`src/rtl/hsp_pkg.sv`:
```
package hsp_pkg;

  typedef enum logic [1:0] {
    REG_DATA = 2'd0,
    REG_DIR  = 2'd1,
    REG_CTRL = 2'd2,
    REG_IRQ  = 2'd3
  } hsp_reg_e;

  typedef enum logic [1:0] {
    HS_OFF   = 2'd0,
    HS_READ  = 2'd1,
    HS_WRITE = 2'd2,
    HS_WRALT = 2'd3
  } hs_mode_e;

  // packed MSB first: bit5 ctl2_rise ... bit0 ctl1_rise
  typedef struct packed {
    logic     ctl2_rise;
    logic     pulse;
    hs_mode_e mode;
    logic     latch_en;
    logic     ctl1_rise;
  } ctrl_t;

  localparam int CTRL_W = $bits(ctrl_t);

endpackage

```
`src/rtl/hsp_sync.sv`:
```
module hsp_sync #(
  parameter int W      = 1,
  parameter int STAGES = 2
) (
  input  logic         clk,
  input  logic         rst_n,
  input  logic [W-1:0] d,
  output logic [W-1:0] q
);

  logic [W-1:0] stg_q [STAGES];

  always_ff @(posedge clk or negedge rst_n) begin
    if (!rst_n) begin
      for (int s = 0; s < STAGES; s++) stg_q[s] <= '0;
    end else begin
      stg_q[0] <= d;
      for (int s = 1; s < STAGES; s++) stg_q[s] <= stg_q[s-1];
    end
  end

  assign q = stg_q[STAGES-1];

endmodule

```
`src/rtl/hsp_edge.sv`:
```
module hsp_edge (
  input  logic clk,
  input  logic rst_n,
  input  logic lvl,
  input  logic rise_sel,
  output logic hit
);

  logic prev_q;

  always_ff @(posedge clk or negedge rst_n) begin
    if (!rst_n) prev_q <= 1'b0;
    else        prev_q <= lvl;
  end

  assign hit = rise_sel ? (lvl & ~prev_q) : (~lvl & prev_q);

endmodule

```
`src/rtl/hsp_handshake.sv`:
```
module hsp_handshake
  import hsp_pkg::*;
(
  input  logic     clk,
  input  logic     rst_n,
  input  hs_mode_e mode,
  input  logic     pulse,
  input  logic     data_rd,
  input  logic     data_wr,
  input  logic     release_hit,
  output logic     ctl_o,
  output logic     ctl_oe
);

  logic lvl_q, lvl_n, lvl_en;
  logic pls_q, pls_n;
  logic trig;

  always_comb begin
    unique case (mode)
      HS_OFF:   trig = 1'b0;
      HS_READ:  trig = data_rd;
      default:  trig = data_wr;
    endcase
  end

  always_comb begin
    lvl_en = 1'b1;
    lvl_n  = lvl_q;
    if (mode == HS_OFF || pulse) lvl_n = 1'b1;
    else if (trig)               lvl_n = 1'b0;
    else if (release_hit)        lvl_n = 1'b1;
    else                         lvl_en = 1'b0;
    pls_n = trig & pulse;
  end

  always_ff @(posedge clk or negedge rst_n) begin
    if (!rst_n) begin
      lvl_q <= 1'b1;
      pls_q <= 1'b0;
    end else begin
      if (lvl_en) lvl_q <= lvl_n;
      pls_q <= pls_n;
    end
  end

  assign ctl_oe = (mode != HS_OFF);
  assign ctl_o  = ~ctl_oe | (lvl_q & ~pls_q);

endmodule

```
`src/rtl/hsk_pport.sv`:
```
module hsk_pport
  import hsp_pkg::*;
#(
  parameter int  WIDTH        = 8,
  parameter int  SYNC_STAGES  = 2,
  parameter bit  OUT_READBACK = 1'b1
) (
  input  logic             clk,
  input  logic             rst_n,
  input  logic             sel,
  input  logic             wr_en,
  input  logic [1:0]       addr,
  input  logic [WIDTH-1:0] wdata,
  output logic [WIDTH-1:0] rdata,
  input  logic [WIDTH-1:0] pin_i,
  output logic [WIDTH-1:0] pin_o,
  output logic [WIDTH-1:0] pin_oe,
  input  logic             ctl1_i,
  input  logic             ctl2_i,
  output logic             ctl2_o,
  output logic             ctl2_oe,
  output logic             irq_n
);

  localparam int NCTL = 2;

  logic [WIDTH-1:0] out_q, out_n;
  logic [WIDTH-1:0] dir_q, dir_n;
  logic [WIDTH-1:0] lat_q, lat_n;
  ctrl_t            ctrl_q, ctrl_n;
  logic [NCTL-1:0]  en_q, en_n;
  logic [NCTL-1:0]  flag_q, flag_n;
  logic             out_en, dir_en, ctrl_en, en_en, lat_en;

  logic             rd_acc, wr_acc, data_rd, data_wr;
  hsp_reg_e         reg_sel;
  logic [WIDTH-1:0] pin_s, live_view, port_view;
  logic [NCTL-1:0]  ctl_s, ctl_hit, rise_sel, hit_use, clr;

  assign reg_sel = hsp_reg_e'(addr);
  assign rd_acc  = sel & ~wr_en;
  assign wr_acc  = sel &  wr_en;
  assign data_rd = rd_acc & (reg_sel == REG_DATA);
  assign data_wr = wr_acc & (reg_sel == REG_DATA);

  // ---------------- input synchronizers and edge detect ----------------
  hsp_sync #(.W(WIDTH), .STAGES(SYNC_STAGES)) u_pin_sync (
    .clk(clk), .rst_n(rst_n), .d(pin_i), .q(pin_s)
  );

  hsp_sync #(.W(NCTL), .STAGES(SYNC_STAGES)) u_ctl_sync (
    .clk(clk), .rst_n(rst_n), .d({ctl2_i, ctl1_i}), .q(ctl_s)
  );

  assign rise_sel = {ctrl_q.ctl2_rise, ctrl_q.ctl1_rise};

  generate
    for (genvar c = 0; c < NCTL; c++) begin : g_edge
      hsp_edge u_edge (
        .clk(clk), .rst_n(rst_n), .lvl(ctl_s[c]),
        .rise_sel(rise_sel[c]), .hit(ctl_hit[c])
      );
    end
  endgenerate

  // handshake line only reports edges while it is an input
  assign hit_use = {ctl_hit[1] & (ctrl_q.mode == HS_OFF), ctl_hit[0]};

  // ---------------- read view ----------------
  generate
    if (OUT_READBACK) begin : g_rb
      assign live_view = (dir_q & out_q) | (~dir_q & pin_s);
    end else begin : g_pin
      assign live_view = pin_s;
    end
  endgenerate

  assign port_view = (ctrl_q.latch_en & flag_q[0]) ? lat_q : live_view;

  // ---------------- next state ----------------
  always_comb begin
    out_en  = data_wr;
    out_n   = wdata;
    dir_en  = wr_acc & (reg_sel == REG_DIR);
    dir_n   = wdata;
    ctrl_en = wr_acc & (reg_sel == REG_CTRL);
    ctrl_n  = ctrl_t'(wdata[CTRL_W-1:0]);
    en_en   = wr_acc & (reg_sel == REG_IRQ);
    en_n    = wdata[5:4];

    clr = '0;
    if (data_rd | data_wr)                 clr = '1;
    else if (wr_acc && reg_sel == REG_IRQ) clr = wdata[1:0];

    flag_n = (flag_q & ~clr) | hit_use;

    lat_en = hit_use[0] & (~flag_q[0] | clr[0]);
    lat_n  = live_view;
  end

  // ---------------- registers ----------------
  always_ff @(posedge clk or negedge rst_n) begin
    if (!rst_n) begin
      out_q  <= '0;
      dir_q  <= '0;
      ctrl_q <= '0;
      en_q   <= '0;
      flag_q <= '0;
      lat_q  <= '0;
    end else begin
      if (out_en)  out_q  <= out_n;
      if (dir_en)  dir_q  <= dir_n;
      if (ctrl_en) ctrl_q <= ctrl_n;
      if (en_en)   en_q   <= en_n;
      if (lat_en)  lat_q  <= lat_n;
      flag_q <= flag_n;
    end
  end

  // ---------------- handshake line ----------------
  hsp_handshake u_hs (
    .clk(clk), .rst_n(rst_n), .mode(ctrl_q.mode), .pulse(ctrl_q.pulse),
    .data_rd(data_rd), .data_wr(data_wr), .release_hit(hit_use[0]),
    .ctl_o(ctl2_o), .ctl_oe(ctl2_oe)
  );

  // ---------------- outputs ----------------
  always_comb begin
    rdata = '0;
    if (rd_acc) begin
      unique case (reg_sel)
        REG_DATA: rdata = port_view;
        REG_DIR:  rdata = dir_q;
        REG_CTRL: rdata = WIDTH'(ctrl_q);
        REG_IRQ:  rdata = WIDTH'({en_q, 2'b00, flag_q});
      endcase
    end
  end

  assign pin_o  = out_q;
  assign pin_oe = dir_q;
  assign irq_n  = ~|(flag_q & en_q);

endmodule

```
`config.mk`:
```
export PLATFORM = sky130hd
export DESIGN_NAME = hsk_pport
export DESIGN_NICKNAME = d
export VERILOG_FILES = /design/src/rtl/hsp_pkg.sv /design/src/rtl/hsp_sync.sv /design/src/rtl/hsp_edge.sv /design/src/rtl/hsp_handshake.sv /design/src/rtl/hsk_pport.sv
export SDC_FILE = /design/constraint.sdc
export NUM_CORES = 1
export LEC_CHECK = 0
export BUFFER_PORTS_ARGS = -buffer_cell sky130_fd_sc_hd__buf_4
export CORE_MARGIN = 2
export CORE_UTILIZATION = 25
export CTS_CLUSTER_DIAMETER = 30
export CTS_CLUSTER_SIZE = 16
export DETAILED_ROUTE_END_ITERATION = 8
export SYNTH_ARGS = -nofsm -noshare
export SYNTH_HDL_FRONTEND = slang
export SYNTH_SLANG_ARGS = --single-unit
```
`constraint.sdc`:
```
create_clock -name clk -period 4.94 [get_ports clk]
set_clock_uncertainty 0.1 [all_clocks]
set_input_delay 0.494 -clock clk [delete_from_list [all_inputs] [get_ports clk]]
set_output_delay 0.494 -clock clk [all_outputs]
set_load 0.05 [all_outputs]
```
== Word-level counts from Yosys, hierarchy flattened ==
Index checks and enable logic that the tools add are counted.

* Register bits: 58
* Bits in read-only memories: 0
* Bits in latches: 0
* Word-level logic and storage cells: 80
* Bits in writable memories: 0
* Input port bits: 24
* Memories: 0
* Output and inout bits: 27

* Add/sub/neg operators: 0
* Shift operators: 0
* Bitwise operators: 35
* Multiply operators: 0
* Div/mod/pow operators: 0
* Eq/ne operators: 4
* Reductions and logical operators: 9
* Magnitude comparators: 0
* Muxes and demuxes: 14

{| class="wikitable"
|+ Operator list
! kind !! number
|-
| $pmux 8 s4 || 1
|-
| $and 1x1->1 || 16
|-
| $and 8x8->8 || 2
|-
| $mux 8 || 2
|-
| $mux 1 || 8
|-
| $not 1->1 || 8
|-
| $not 8->8 || 1
|-
| $or 8x8->8 || 1
|-
| $and 2x2->2 || 2
|-
| $eq 2x1->1 const B || 2
|-
| $eq 2x2->1 const B || 2
|-
| $logic_not 2->1 || 2
|-
| $mux 2 || 2
|-
| $or 1x1->1 || 3
|-
| $reduce_bool 3->1 || 1
|-
| $not 2->2 || 1
|-
| $or 2x2->2 || 1
|-
| $pmux 1 s2 || 1
|-
| $reduce_and 2->1 || 1
|-
| $reduce_bool 2->1 || 1
|-
| $reduce_or 2->1 || 1
|-
| $logic_and 1x1->1 || 1
|-
| $logic_not 1->1 || 1
|-
| $logic_or 1x1->1 || 1
|}

== Logic depth before layout (Yosys ltp) ==
* Word-level depth: 8
* Depth in mapped cells: 5
* Depth with buffers taken out: 3

== By module ==
From an unflattened synthesis, not the netlist that was laid out.

* Cells, all modules: 192
* Area, all modules: 2,571.2 µm²

{| class="wikitable"
|+ By module, submodules not included
! module !! times used !! area each (µm²) !! cells an instance
|-
| hsk_pport || 1 || 1,786.7 || 142
|-
| hsp_sync (u_pin_sync) || 1 || 460.4 || 24
|-
| hsp_sync (u_ctl_sync) || 1 || 115.1 || 6
|-
| hsp_handshake || 1 || 113.9 || 12
|-
| hsp_edge || 2 || 47.5 || 4
|}

== Worst setup path after synthesis ==
No wires, ideal clock.

* Kind: flip-flop to output port
* From: reg dir_q[7], in the netlist pin_oe[7]
* To: out rdata[7]
* Data required time: 4.346 ns
* Stages on the path, launching flop included: 4
* Data arrival time: 2.335 ns
* Path slack: 2.011 ns
* Path buffers: 0
* Path through: dfrtp_1 mux2i_1 a211o_1 a211oi_1

* Cells in the longest elaborated chain, start to end: 6
* Elaborated cells between the ends (all ways): 7
* Classes of those cells: mux (3); bitwise (4)

{| class="wikitable"
|+ RTL lines
! what !! line !! source
|-
| start: declaration || hsk_pport.sv:28 || <nowiki>logic [WIDTH-1:0] dir_q, dir_n;</nowiki>
|-
| start signal: assignment || hsk_pport.sv:112 || <nowiki>if (dir_en) dir_q <= dir_n;</nowiki>
|-
| $not 8->8 || hsk_pport.sv:72 || <nowiki>assign live_view = (dir_q & out_q) | (~dir_q & pin_s);</nowiki>
|-
| $and 8x8->8 || hsk_pport.sv:72 ||
|-
| $or 8x8->8 || hsk_pport.sv:72 ||
|-
| $mux 8 || hsk_pport.sv:78 || <nowiki>assign port_view = (ctrl_q.latch_en & flag_q[0]) ? lat_q : live_view;</nowiki>
|-
| $pmux 8 s4 * || hsk_pport.sv:131 || <nowiki>unique case (reg_sel)</nowiki>
|-
| $mux 8 * || hsk_pport.sv:130 || <nowiki>if (rd_acc) begin</nowiki>
|-
| end: declaration || hsk_pport.sv:14 || <nowiki>output logic [WIDTH-1:0] rdata,</nowiki>
|}

Every way passes the cells marked *; elsewhere a longest branch is shown, timed or not.

== Worst setup path in the final report ==
* From: reg flag_q[0]
* To: out rdata[6]

* Cells in the longest elaborated chain, start to end: 4

{| class="wikitable"
|+ RTL lines
! what !! line !! source
|-
| start: declaration || hsk_pport.sv:32 || <nowiki>logic [NCTL-1:0] flag_q, flag_n;</nowiki>
|-
| start signal: assignment || hsk_pport.sv:116 || <nowiki>flag_q <= flag_n;</nowiki>
|-
| $and 1x1->1 || hsk_pport.sv:78 ||
|-
| $mux 8 || hsk_pport.sv:78 ||
|-
| $pmux 8 s4 || hsk_pport.sv:131 ||
|-
| $mux 8 || hsk_pport.sv:130 ||
|}

Every way passes these cells.

==> results.ini <==
[status]
status=finished, final reports clean

[sta]
rsz0062_at_grt=false
maxSlewViolCount=0
hold_viol=0
period_share_pct=54.8
layout_min_cycle_time_ns=2.71
worst_slew_pin_slew_ns=0.729
finalSetupViolations=0
relSlewSlack_pct=51.4
fmax_mhz=369
tns_ns=0

[power]
max-vdd-ir-drop_mv=0.117
p_int_uw=921
clockPowerShare_pct=24.7
leakage_uw=0.00141
p_switching_uw=493
p_comb_share_pct=30.1
seqPwrFrac_pct=45.2
switching_share_pct=34.9
powerDensity_nw_per_um2=451

[global_route]
antenna_found_initial=0
overflow=0
grt.total_usage_pct=11.2
grt_pass1_wl_um=9340
grt_pass1_vias=1718
grt_max_degree=59

[cts]
clockBufferDepth=2
htree_levels=3
cts.repair.resized=0
clock-sinks=58
cts_buffers=9
holdBufCountCts=0
cts_setup_buffers=0
clk_latency_ns=0.34
cts_tree=yes
path_clk_slew_ns=0.06
cts_root_buf=clkbuf_8

[drt]
wl_um=5590
wl_per_cell_um=15.1
drt-initial-drc-count=36
wl_met2_um=2660
drcViolationCount=0
via_count=1614
wl_met3_um=278
vias_per_cell=4.37
wl_met1_um=2530
ant_nets=0
highest_layer=met4
drtPass1Iterations=4

[layout]
final_cell_mix=57 x dfrtp_1, 50 x buf_4, 28 x mux2_1
layout_commonest_cell=dfrtp_1
postLayoutCoreUtil_pct=32.1
fin_nets=256
multi_input_area_um2=972
ff_latch_area_um2=1450
area_growth_pct=24.9
final_layout_size_suffix_gt1_share_pct=33.9
n_antenna_cell=0
fillers=993

[worst_setup_path]
cp.arrival_ns=2.11
path_cells=nand2_1, a211o_1, a211oi_1, buf_4
path_class=register to primary output
crit_path_max_incr_delay_ns=0.59
worst_setup_path_end_kind=primary output
crit_fanout=12
cp-start-kind=register
cp.required_ns=4.35
cp_slowest_cell=dfrtp_1

[job]
drv_cap=0

[yosys]
syn-cell-area_um2=2510
synth-edff-count=0
synth_area_leaders=dfrtp_1 57%, mux2_1 13%, mux2_4 3.6%
synth_fp_nets=205
synthArstFlopShare_pct=100
ys.flop_type=dfrtp_1
syn_inst=181
yosysUniqueCellTypes=38
yosys_warnings=0
postSynthAreaPerCell_um2=13.9
synth-seq-area-share_pct=57.9
synth.top_cell.area_share_pct=56.9
synth_top_cell_by_area=dfrtp_1
synth-seq-cells=58

[die]
core_um2=9770
rows=36
die_x_um=104
ios=51
fp.dieArea_um2=10800
initial_core_util_pct=25.7
die_y_um=104

[min_path]
hold_path_class=input pin to async pin

[place]
place_hpwl_um=4060
gp_congestion=0.720
portBuffers=50

==> power by group through the flow <==
stage                     Combinational [uW]  Sequential (uW)  Clock [uW]
after floorplan                          217              723           0
final                                    426              639         349
after global placement                   428              644           0
after detailed placement                 431              648           0
after CTS                                432              641         364
after global routing                     456              653         383
==> registers in the layout, summed over array words and instances, names as in the netlist, 6 cells and up <==
name              flops
u_pin_sync.q          8
ctrl_q                6
pin_oe                8
lat_q                 8
pin_o                 8
u_pin_sync.stg_q      8
==> stage by stage <==
stage	setup WS (ns)	hold slack (ns)	cell area [um2]	power, uW	std cells
final	2.23	0.119	3130	1410	369
after global routing	2.13	0.144	3130	1490	369
after CTS	2.24	0.140	3130	1440	369
after detailed placement	2.44	0.235	2980	1080	354
after global placement	2.46	0.234	2980	1070	354
after floorplan	2.01	0.0984	2510	940	181
==> metal layers <==
layer / track usage, % / vias to the layer above
li1: - / 764
met1: 14.4 / 796
met2: 17.0 / 39
met3: 3.45 / 15
met4: 6.08 / 0
met5: 0 / -
==> worst paths after layout <==
kind,from,end,slack [ns],cells after the start
setup reg to reg,ctrl_q[0]$_DFFE_PN0P_,lat_q[3]$_DFFE_PN0P_,2.97,3
hold / removal,rst_n,pin_oe[4]$_DFFE_PN0P_,0.12,1
hold reg to reg,u_pin_sync.stg_q[11]$_DFF_PN0_,u_pin_sync.q[3]$_DFF_PN0_,0.25,0
setup / recovery,flag_q[0]$_DFF_PN0_,rdata[6],2.23,4
min in group clk,pin_i[6],u_pin_sync.stg_q[14]$_DFF_PN0_,0.16,1
max in group asynchronous,rst_n,pin_o[3]$_DFFE_PN0P_,4.14,1
==> synth_stat cells, types with 2 or more instances <==
master / n
nand2b_1: 4
a211oi_1: 2
o22ai_1: 3
inv_1: 4
o21ai_1: 3
nand2_1: 4
and3b_1: 3
and4_1: 2
nand3b_1: 4
dfrtp_1: 57
mux2_4: 6
o211ai_1: 5
nor2_1: 3
buf_6: 3
a22oi_1: 7
nor3b_1: 2
a21oi_1: 4
a211o_1: 2
buf_2: 6
mux2i_1: 6
mux2_2: 6
mux2_1: 28
and2_1: 2
==> area by class of cell <==
cell class                 count  share of cell area [%]
clock inverter                 4                   0.639
multi-input combinational    109                    31.0
clock buffer                  11                    4.19
inverter                       4                   0.479
timing repair buffer          50                    12.0
sequential                    58                    46.4
tap                          133                    5.31
==> worst max-delay path, delay by kind of cell, from the launching register on <==
kind	cells	cell delay (ns)
simple gates	1	0.22
buf+inv	1	0.28
compound gates	2	0.69
flops	1	0.59
==> kinds of logic (layout without fill, tap and decap cells) <==
| kind of cell | count (synthesis) | count (layout) | share of synthesized area, % |
|---|---|---|---|
| multiplexers | 46 | 46 | 21.3 |
| buffers and inverters | 14 | 69 | 3.29 |
| flip-flops | 58 | 58 | 57.9 |
| AO/OA/AOI/OAI | 30 | 30 | 8.58 |
| AND/OR/NAND/NOR | 33 | 33 | 8.93 |
(Power assumes the default switching activity.)
